**src/rtl/srl_pkg.sv**
```systemverilog
package srl_pkg;

    typedef enum logic [2:0] {
        ST_IDLE   = 3'd0,
        ST_SHLO   = 3'd1,
        ST_SHHI   = 3'd2,
        ST_SETTLE = 3'd3,
        ST_STROBE = 3'd4
    } step_e;

endpackage

```
**src/rtl/srl_phase_timer.sv**
```systemverilog
module srl_phase_timer #(
    parameter int LEN_W = 4
) (
    input  logic             clk,
    input  logic             rst_n,
    input  logic             load,
    input  logic [LEN_W-1:0] len,
    output logic             last
);

    logic [LEN_W-1:0] cnt_d, cnt_q;
    logic [LEN_W-1:0] len_eff;

    always_comb begin
        len_eff = (len == '0) ? LEN_W'(1) : len;
        cnt_d   = cnt_q;
        if (load) begin
            cnt_d = len_eff - 1'b1;
        end else if (cnt_q != '0) begin
            cnt_d = cnt_q - 1'b1;
        end
    end

    always_ff @(posedge clk or negedge rst_n) begin
        if (!rst_n) cnt_q <= '0;
        else        cnt_q <= cnt_d;
    end

    assign last = (cnt_q == '0);

    AST_TMR_COUNTDOWN: assert property (@(posedge clk) disable iff (!rst_n)
        (!load && cnt_q != '0) |=> (cnt_q == $past(cnt_q) - 1'b1));

endmodule

```
**src/rtl/srl_bus_encoder.sv**
```systemverilog
module srl_bus_encoder
    import srl_pkg::*;
#(
    parameter int SEL_W = 2
) (
    input  step_e            step,
    input  logic             bit_val,
    input  logic [SEL_W-1:0] sel,
    input  logic             clr,
    output logic             ser,
    output logic             sck,
    output logic             sclr_n,
    output logic             den_n,
    output logic [SEL_W-1:0] dsel
);

    always_comb begin
        ser    = 1'b0;
        sck    = 1'b0;
        sclr_n = 1'b1;
        den_n  = 1'b1;
        dsel   = '0;
        unique case (step)
            ST_SHLO: begin
                ser = bit_val;
            end
            ST_SHHI: begin
                ser = bit_val;
                sck = 1'b1;
            end
            ST_STROBE: begin
                den_n  = 1'b0;
                dsel   = sel;
                sclr_n = !clr;
            end
            default: begin
            end
        endcase
    end

endmodule

```
**src/rtl/srl_loader.sv**
```systemverilog
module srl_loader
    import srl_pkg::*;
#(
    parameter int DATA_W = 8,
    parameter int SEL_W  = 2,
    parameter int LEN_W  = 4
) (
    input  logic              clk,
    input  logic              rst_n,
    input  logic              start,
    input  logic [SEL_W-1:0]  reg_sel,
    input  logic [DATA_W-1:0] wr_data,
    input  logic              clr_req,
    input  logic [LEN_W-1:0]  phase_len,
    input  logic              tx_in,
    input  logic              mute_in,
    output logic              ser_data,
    output logic              shift_clk,
    output logic              sclr_n,
    output logic              dec_en_n,
    output logic [SEL_W-1:0]  dec_sel,
    output logic              tx_out,
    output logic              mute_out,
    output logic              busy
);

    localparam int IDX_W = (DATA_W > 1) ? $clog2(DATA_W) : 1;

    typedef struct packed {
        step_e             step;
        logic [IDX_W-1:0]  bidx;
        logic [DATA_W-1:0] dat;
        logic [SEL_W-1:0]  sel;
        logic              clr;
        logic [LEN_W-1:0]  len;
        logic              busy;
        logic              tx;
        logic              mute;
    } ctl_t;

    typedef struct packed {
        logic             ser;
        logic             sck;
        logic             sclr_n;
        logic             den_n;
        logic [SEL_W-1:0] dsel;
    } pin_t;

    ctl_t ctl_d, ctl_q;
    pin_t pin_d, pin_q;
    logic load;
    logic last;

    srl_phase_timer #(.LEN_W(LEN_W)) u_timer (
        .clk   (clk),
        .rst_n (rst_n),
        .load  (load),
        .len   (ctl_d.len),
        .last  (last)
    );

    always_comb begin
        ctl_d      = ctl_q;
        load       = 1'b0;
        ctl_d.tx   = tx_in;
        ctl_d.mute = mute_in;
        unique case (ctl_q.step)
            ST_IDLE: begin
                if (start) begin
                    ctl_d.sel  = reg_sel;
                    ctl_d.dat  = wr_data;
                    ctl_d.clr  = clr_req;
                    ctl_d.len  = phase_len;
                    ctl_d.bidx = IDX_W'(DATA_W - 1);
                    ctl_d.step = clr_req ? ST_STROBE : ST_SHLO;
                    load       = 1'b1;
                end
            end
            ST_SHLO: begin
                if (last) begin
                    ctl_d.step = ST_SHHI;
                    load       = 1'b1;
                end
            end
            ST_SHHI: begin
                if (last) begin
                    load = 1'b1;
                    if (ctl_q.bidx == '0) begin
                        ctl_d.step = ST_SETTLE;
                    end else begin
                        ctl_d.bidx = ctl_q.bidx - 1'b1;
                        ctl_d.step = ST_SHLO;
                    end
                end
            end
            ST_SETTLE: begin
                if (last) begin
                    ctl_d.step = ST_STROBE;
                    load       = 1'b1;
                end
            end
            ST_STROBE: begin
                if (last) begin
                    ctl_d.step = ST_IDLE;
                end
            end
            default: begin
                ctl_d.step = ST_IDLE;
            end
        endcase
        ctl_d.busy = (ctl_d.step != ST_IDLE);
    end

    srl_bus_encoder #(.SEL_W(SEL_W)) u_enc (
        .step    (ctl_d.step),
        .bit_val (ctl_d.dat[ctl_d.bidx]),
        .sel     (ctl_d.sel),
        .clr     (ctl_d.clr),
        .ser     (pin_d.ser),
        .sck     (pin_d.sck),
        .sclr_n  (pin_d.sclr_n),
        .den_n   (pin_d.den_n),
        .dsel    (pin_d.dsel)
    );

    always_ff @(posedge clk or negedge rst_n) begin
        if (!rst_n) begin
            ctl_q <= '{step: ST_IDLE, default: '0};
            pin_q <= '{ser: 1'b0, sck: 1'b0, sclr_n: 1'b1, den_n: 1'b1, dsel: '0};
        end else begin
            ctl_q <= ctl_d;
            pin_q <= pin_d;
        end
    end

    assign ser_data  = pin_q.ser;
    assign shift_clk = pin_q.sck;
    assign sclr_n    = pin_q.sclr_n;
    assign dec_en_n  = pin_q.den_n;
    assign dec_sel   = pin_q.dsel;
    assign tx_out    = ctl_q.tx;
    assign mute_out  = ctl_q.mute;
    assign busy      = ctl_q.busy;

    AST_SCLR_NEEDS_EN: assert property (@(posedge clk) disable iff (!rst_n)
        !sclr_n |-> !dec_en_n);
    AST_QUIET_IN_STROBE: assert property (@(posedge clk) disable iff (!rst_n)
        !dec_en_n |-> (!shift_clk && !ser_data));
    AST_SER_HELD_AT_RISE: assert property (@(posedge clk) disable iff (!rst_n)
        $rose(shift_clk) |-> $stable(ser_data));
    AST_SEL_ZERO_DISABLED: assert property (@(posedge clk) disable iff (!rst_n)
        dec_en_n |-> (dec_sel == '0));
    AST_BUSY_ENDS_AFTER_STROBE: assert property (@(posedge clk) disable iff (!rst_n)
        $fell(busy) |-> $past(!dec_en_n));
    AST_START_IGNORED: assert property (@(posedge clk) disable iff (!rst_n)
        (busy && start) |=> ($stable(ctl_q.sel) && $stable(ctl_q.dat) && $stable(ctl_q.clr)));
    AST_PASS_THROUGH: assert property (@(posedge clk) disable iff (!rst_n)
        $past(rst_n) |-> (tx_out == $past(tx_in) && mute_out == $past(mute_in)));

endmodule

```
**config.mk**
```make
export PLATFORM = sky130hd
export DESIGN_NAME = srl_loader
export DESIGN_NICKNAME = d
export VERILOG_FILES = /design/src/rtl/srl_pkg.sv /design/src/rtl/srl_phase_timer.sv /design/src/rtl/srl_bus_encoder.sv /design/src/rtl/srl_loader.sv
export SDC_FILE = /design/constraint.sdc
export NUM_CORES = 1
export LEC_CHECK = 0
export CORE_MARGIN = 10
export CORE_UTILIZATION = 51
export CTS_CLUSTER_DIAMETER = 150
export DETAILED_ROUTE_END_ITERATION = 12
export GPL_TIMING_DRIVEN = 1
export PLACE_DENSITY = 0.79
export SETUP_SLACK_MARGIN = 0.05
export SYNTH_ARGS = -nofsm -noshare
export SYNTH_HDL_FRONTEND = slang
export SYNTH_SLANG_ARGS = --single-unit
```
**constraint.sdc**
```tcl
create_clock -name clk -period 2.75 [get_ports clk]
set_input_delay 0.275 -clock clk [delete_from_list [all_inputs] [get_ports clk]]
set_output_delay 0.275 -clock clk [all_outputs]
set_load 0.05 [all_outputs]
```
==> results of run 1 <==
## cell usage after synthesis
cell and count:
nand2_1 47, dfrtp_1 32, nor2_1 10, mux2i_1 6, a21oi_1 5, buf_2 5
inv_1 5, o21ai_0 5, ha_1 3, nor2b_1 3, a311oi_1 2, dfstp_2 2
nand2b_1 2, nor3_1 2, o21bai_1 2, o31ai_1 2, a211o_2 1, a21boi_0 1
a22oi_1 1, a31o_2 1, a31oi_1 1, and3_1 1, buf_1 1, buf_6 1
clkbuf_1 1, mux2_2 1, nand3_1 1, nor2_4 1, nor3b_1 1, nor4_1 1
nor4_4 1, nor4b_1 1, o211ai_1 1, o211ai_2 1, o21a_1 1, o221a_1 1
o311ai_0 1, o31ai_4 1, o32a_2 1, or3_1 1, or3b_2 1, or4_4 1
or4b_1 1
## power by group
part           internal (mW)  switching [mW]
Sequential             0.709           0.141
Combinational          0.401           0.616
Clock                  0.124           0.170
## area by class of cell
| type | instances | share of cell area |
|---|---|---|
| flip-flops and latches | 34 | 0.429 |
| repair buffers | 32 | 0.156 |
| clock buffers | 7 | 0.0277 |
| multi-input cells | 113 | 0.347 |
| inverters | 5 | 0.00944 |
| clock inverters | 1 | 0.00252 |
| well taps | 44 | 0.0277 |
## registers in the layout, indices dropped and copies added (netlist names)
name and flops:
busy 1, ctl_q 21, dec_en_n 1, dec_sel 2, mute_out 1, sclr_n 1, ser_data 1, shift_clk 1
tx_out 1, u_timer.cnt_q 4
## worst paths after layout
| kind | from | end | slack (ns) |
|---|---|---|---|
| setup / recovery | u_timer.cnt_q[1] | ser_data | 0.48 |
| hold / removal | rst_n | tx_out | 0.32 |
| setup reg to reg | u_timer.cnt_q[1] | ser_data | 0.48 |
| hold reg to reg | ctl_q[11] | ctl_q[11] | 0.48 |
| max in group asynchronous | rst_n | sclr_n | 2.08 |
| min in group clk | tx_in | tx_out | 0.36 |
## metal layers
metal | track usage | wire length, um | vias up
li1 | - | - | 607
met1 | 0.143 | 1540 | 617
met2 | 0.214 | 1740 | 34
met3 | 0.0554 | 211 | 5
met4 | 0.0492 | 48 | 0
met5 | 0 | 0 | -
## per-stage QoR
stage,hold WS (ns),total power [mW],instance area (um^2),worst slack [ns],util
floorplan,-0.0206,1.59,1600,0.614,-
global placement,0.455,1.83,1930,0.372,0.637
CTS,0.324,2.18,1990,0.487,0.657
global route,0.331,2.33,1990,0.356,0.657
finish,0.320,2.16,1990,0.484,0.657
detailed placement,0.464,1.88,1930,0.318,0.637
## cells by family after synthesis
family | synth area share
and+or+nand+nor | 0.224
DFF | 0.533
AOI/OAI and AO/OA | 0.136
buffers and inverters | 0.0391
muxes | 0.0446
adders and majority gates | 0.0235
==> flow_summary.ini, run 1 <==
[clock_network]
cts-buffers-inserted = 5
cts_buffer_depth = 2
insertion_delay_ns = 0.35
clock-root-buffer = clkbuf_4
hold_buffers = 0
cts.sinks = 34
cts_setup_buffers = 0
clkSlewWorstSetupHoldPaths_ns = 0.10
cts_tree = done
h-tree-depth = 2
cts_resized = 0

[setup_path]
worstPathArrival_ns = 2.51
path_max_fanout = 9
crit_cells = 6
crit_path_max_incr_delay_ns = 0.63
critical_path_class = reg -> reg
worstRegToRegCells = 6
crit_chain = or4_4 > nor2_1 > a21boi_0 > a311oi_1 > o211ai_2 > o221a_1
slowest_stage = or4_4
cp-start-kind = flop
critPathTopFamily = compound AO/OA/AOI/OAI gates
critical_path_required_ns = 2.99
crit_path_end_kind = flop
crit_buf_inv = 0

[yosys]
synth_largest_area_cell = dfrtp_1
synth_area_um2 = 1600
ys_warn_count = 0
synth_seq_cells = 34
syn_inst = 160
synth_area_leaders = dfrtp_1 50%, nand2_1 11%, mux2i_1 3.8%
avgSynthCellArea_um2 = 10.0
synth_seq_area_share = 0.533
yosysUniqueCellTypes = 43
synth_nets = 183
yosys.area.top_type_share = 0.500

[global_routing]
antenna_found_initial = 0
grt_pass1_vias = 1370
grt.total_usage = 0.129
grt_max_degree = 35
grt_overflow = 0
grt_pass1_wl_um = 6130

[die]
io_pins = 29
die_h_um = 76.0
rows = 20
dieArea_um2 = 5780
initial_utilization = 0.529
die_x_um = 76.0
core-area_um2 = 3030

[sta]
finalCriticalPeriod_ns = 2.27
max_freq_ghz = 0.441
finalSetupViolCount = 0
final_max_slew_viol_count = 0
period_share = 0.824
slew_headroom = 0.547
rsz0062_at_grt = false
skew_ns = 0.00812
finalSetupTns_ns = 0
hold_viol = 0
tightest_slew_ns = 0.675

[pwr]
powerDensity_nw_per_um2 = 1090
ir_worst_vdd_mv = 0.522
p_leak_nw = 0.920

[routing]
vias_per_cell = 5.35
wl_per_cell_um = 15.0
routed_wl_um = 3540
firstDrtPassIters = 4
dr.first_iter.drc_count = 103
drc = 0
routed-via-count = 1263
postRouteAntennaNets = 0

[final_layout]
multi_input_area_um2 = 691
diodes = 0
fill_cells = 251
nets = 214
final_common_cell = nand2_1
fin_cells = 236
seq_area_um2 = 853
drive_gt1_frac = 0.125
area.growth.synth_to_final_pct = 24.2
final_cell_mix = 47 x nand2_1, 32 x dfrtp_1, 28 x clkdlybuf4s50_1

[place]
hpwl_um = 2620
gp_congestion = 0.813
portBuffers = 28
dp_cells = 228

[min_path]
min_path_type = in -> async

[job]
maxCapViolations = 0

[run_status]
status = complete, no violations
No activity file was read; power rests on OpenSTA's default activity.
==> inputs of run 2 (changes only) <==
clock period = 2.1 ns   (was 2.75 ns; I/O delays follow)
==> flow_summary.ini, run 2 (synthesized netlist as in run 1, its figures left out) <==
[place]
portBuffers = 28
gp_congestion = 0.880
hpwl_um = 2730
dp_cells = 242
dpl_cell_area_um2 = 2040
post-place-ws_ns = -0.358

[global_routing]
grt_use_met3 = 0.0413
grt-busiest-layer = met2
gr-usage-met2 = 0.241
met1_usage = 0.159
grt.total_usage = 0.140
grt_pass1_vias = 1433
grt_overflow = 0
grt_pass1_wl_um = 6700
grt_max_degree = 35
antenna_found_initial = 0

[run_status]
violations = setup timing
status = complete, but fails checks

[setup_path]
timing.rr.end = ser_data
slowest_stage = or4_4
worstReg2RegStart = u_timer.cnt_q[0]
worstRegToRegCells = 7
crit_path_max_incr_delay_ns = 0.61
crit_chain = or4_4 > nor4_4 > buf_4 > o21bai_1 > o311ai_1 > o211ai_2 > o221a_1
crit_path_end_kind = flop
r2r_slack_ns = -0.03
critical_path_class = reg -> reg
crit_buf_inv = 1
path_max_fanout = 5
critPathTopFamily = simple AND/OR/NAND/NOR gates
critical_path_required_ns = 2.34
worstPathArrival_ns = 2.36
cp-start-kind = flop

[routing]
routed_wl_um = 3930
postRouteAntennaNets = 0
firstDrtPassIters = 5
drc = 0
wl_per_cell_um = 14.7
vias_per_cell = 5.19
dr.first_iter.drc_count = 81
routed-via-count = 1391

[pwr]
power_mw = 3.39
p_leak_nw = 1.10
ir_worst_vdd_mv = 0.793
powerDensity_nw_per_um2 = 1470

[clock_network]
clkSlewWorstSetupHoldPaths_ns = 0.10
cts_buffer_depth = 2
insertion_delay_ns = 0.34
cts_tree = done
clock-root-buffer = clkbuf_4
cts.sinks = 34
h-tree-depth = 2
cts-buffers-inserted = 5

[die]
io_pins = 29
core-area_um2 = 3030
initial_utilization = 0.529
die_h_um = 76.0
die_x_um = 76.0
dieArea_um2 = 5780
rows = 20

[sta]
rsz0062_at_grt = true
hold_viol = 0
finalSetupViolCount = 1
skew_ns = 0.00729
slew_headroom = 0.664
worst_slack_ns = -0.0266
max_freq_ghz = 0.470
final_max_slew_viol_count = 0
period_share = 1.01
tightest_slew_ns = 0.503
finalSetupTns_ns = -0.0266
finalCriticalPeriod_ns = 2.13
timing.hold.ws_ns = 0.257

[final_layout]
final_cell_mix = 46 x nand2_1, 32 x dfrtp_1, 30 x buf_4
diodes = 0
final_common_cell = nand2_1
nets = 246
finish.instance_area_um2 = 2310
largest_register_ffs = 21
final_util = 0.762
max_flop_register = ctl_q
fin_cells = 268
drive_gt1_frac = 0.308
area.growth.synth_to_final_pct = 44.1

[job]
maxCapViolations = 0

[min_path]
min_path_type = in -> async
## run 2: how the worst max path moves through the flow
stage | start | endpoint | cells past startpoint | slack, ns
floorplan | ctl_q[23] | u_timer.cnt_q[1] | 10 | 0.03
global placement | start | u_timer.cnt_q[1] | 8 | -0.21
detailed placement | start | ser_data | 7 | -0.36
CTS | ctl_q[22] | u_timer.cnt_q[1] | 9 | 0.04
global route | u_timer.cnt_q[0] | ser_data | 6 | -0.11
finish | u_timer.cnt_q[0] | ser_data | 7 | -0.03
## run 2: repair_timing
action,4_1_cts,5_1_grt
buffers inserted,10,6
pin swaps,5,7
gates cloned,1,1
endpoints found under the setup margin,4,5
hold buffers,0,0
resized for setup,5,16
## run 2: layout make-up
cell class	instances	area, um^2
Tap cell	44	55.1
Inverter	5	18.8
Clock buffer	7	55.1
Clock inverter	1	5.00
Fill cell	210	722
Timing Repair Buffer	64	561
Multi-Input combinational cell	113	758
Sequential cell	34	853
## run 2: per-layer routing
layer / wire length [um] / share of wire
met1: 1650 / 0.42
met2: 2040 / 0.52
met3: 189 / 0.048
met4: 56 / 0.014
met5: 0 / 0
## run 2: power breakdown
part / total (mW) / leakage [nW] / switching (mW) / internal, mW
combinational: 1.95 / 0.653 / 1.04 / 0.913
sequential: 1.07 / 0.410 / 0.137 / 0.930
clock: 0.375 / 0.0353 / 0.213 / 0.162
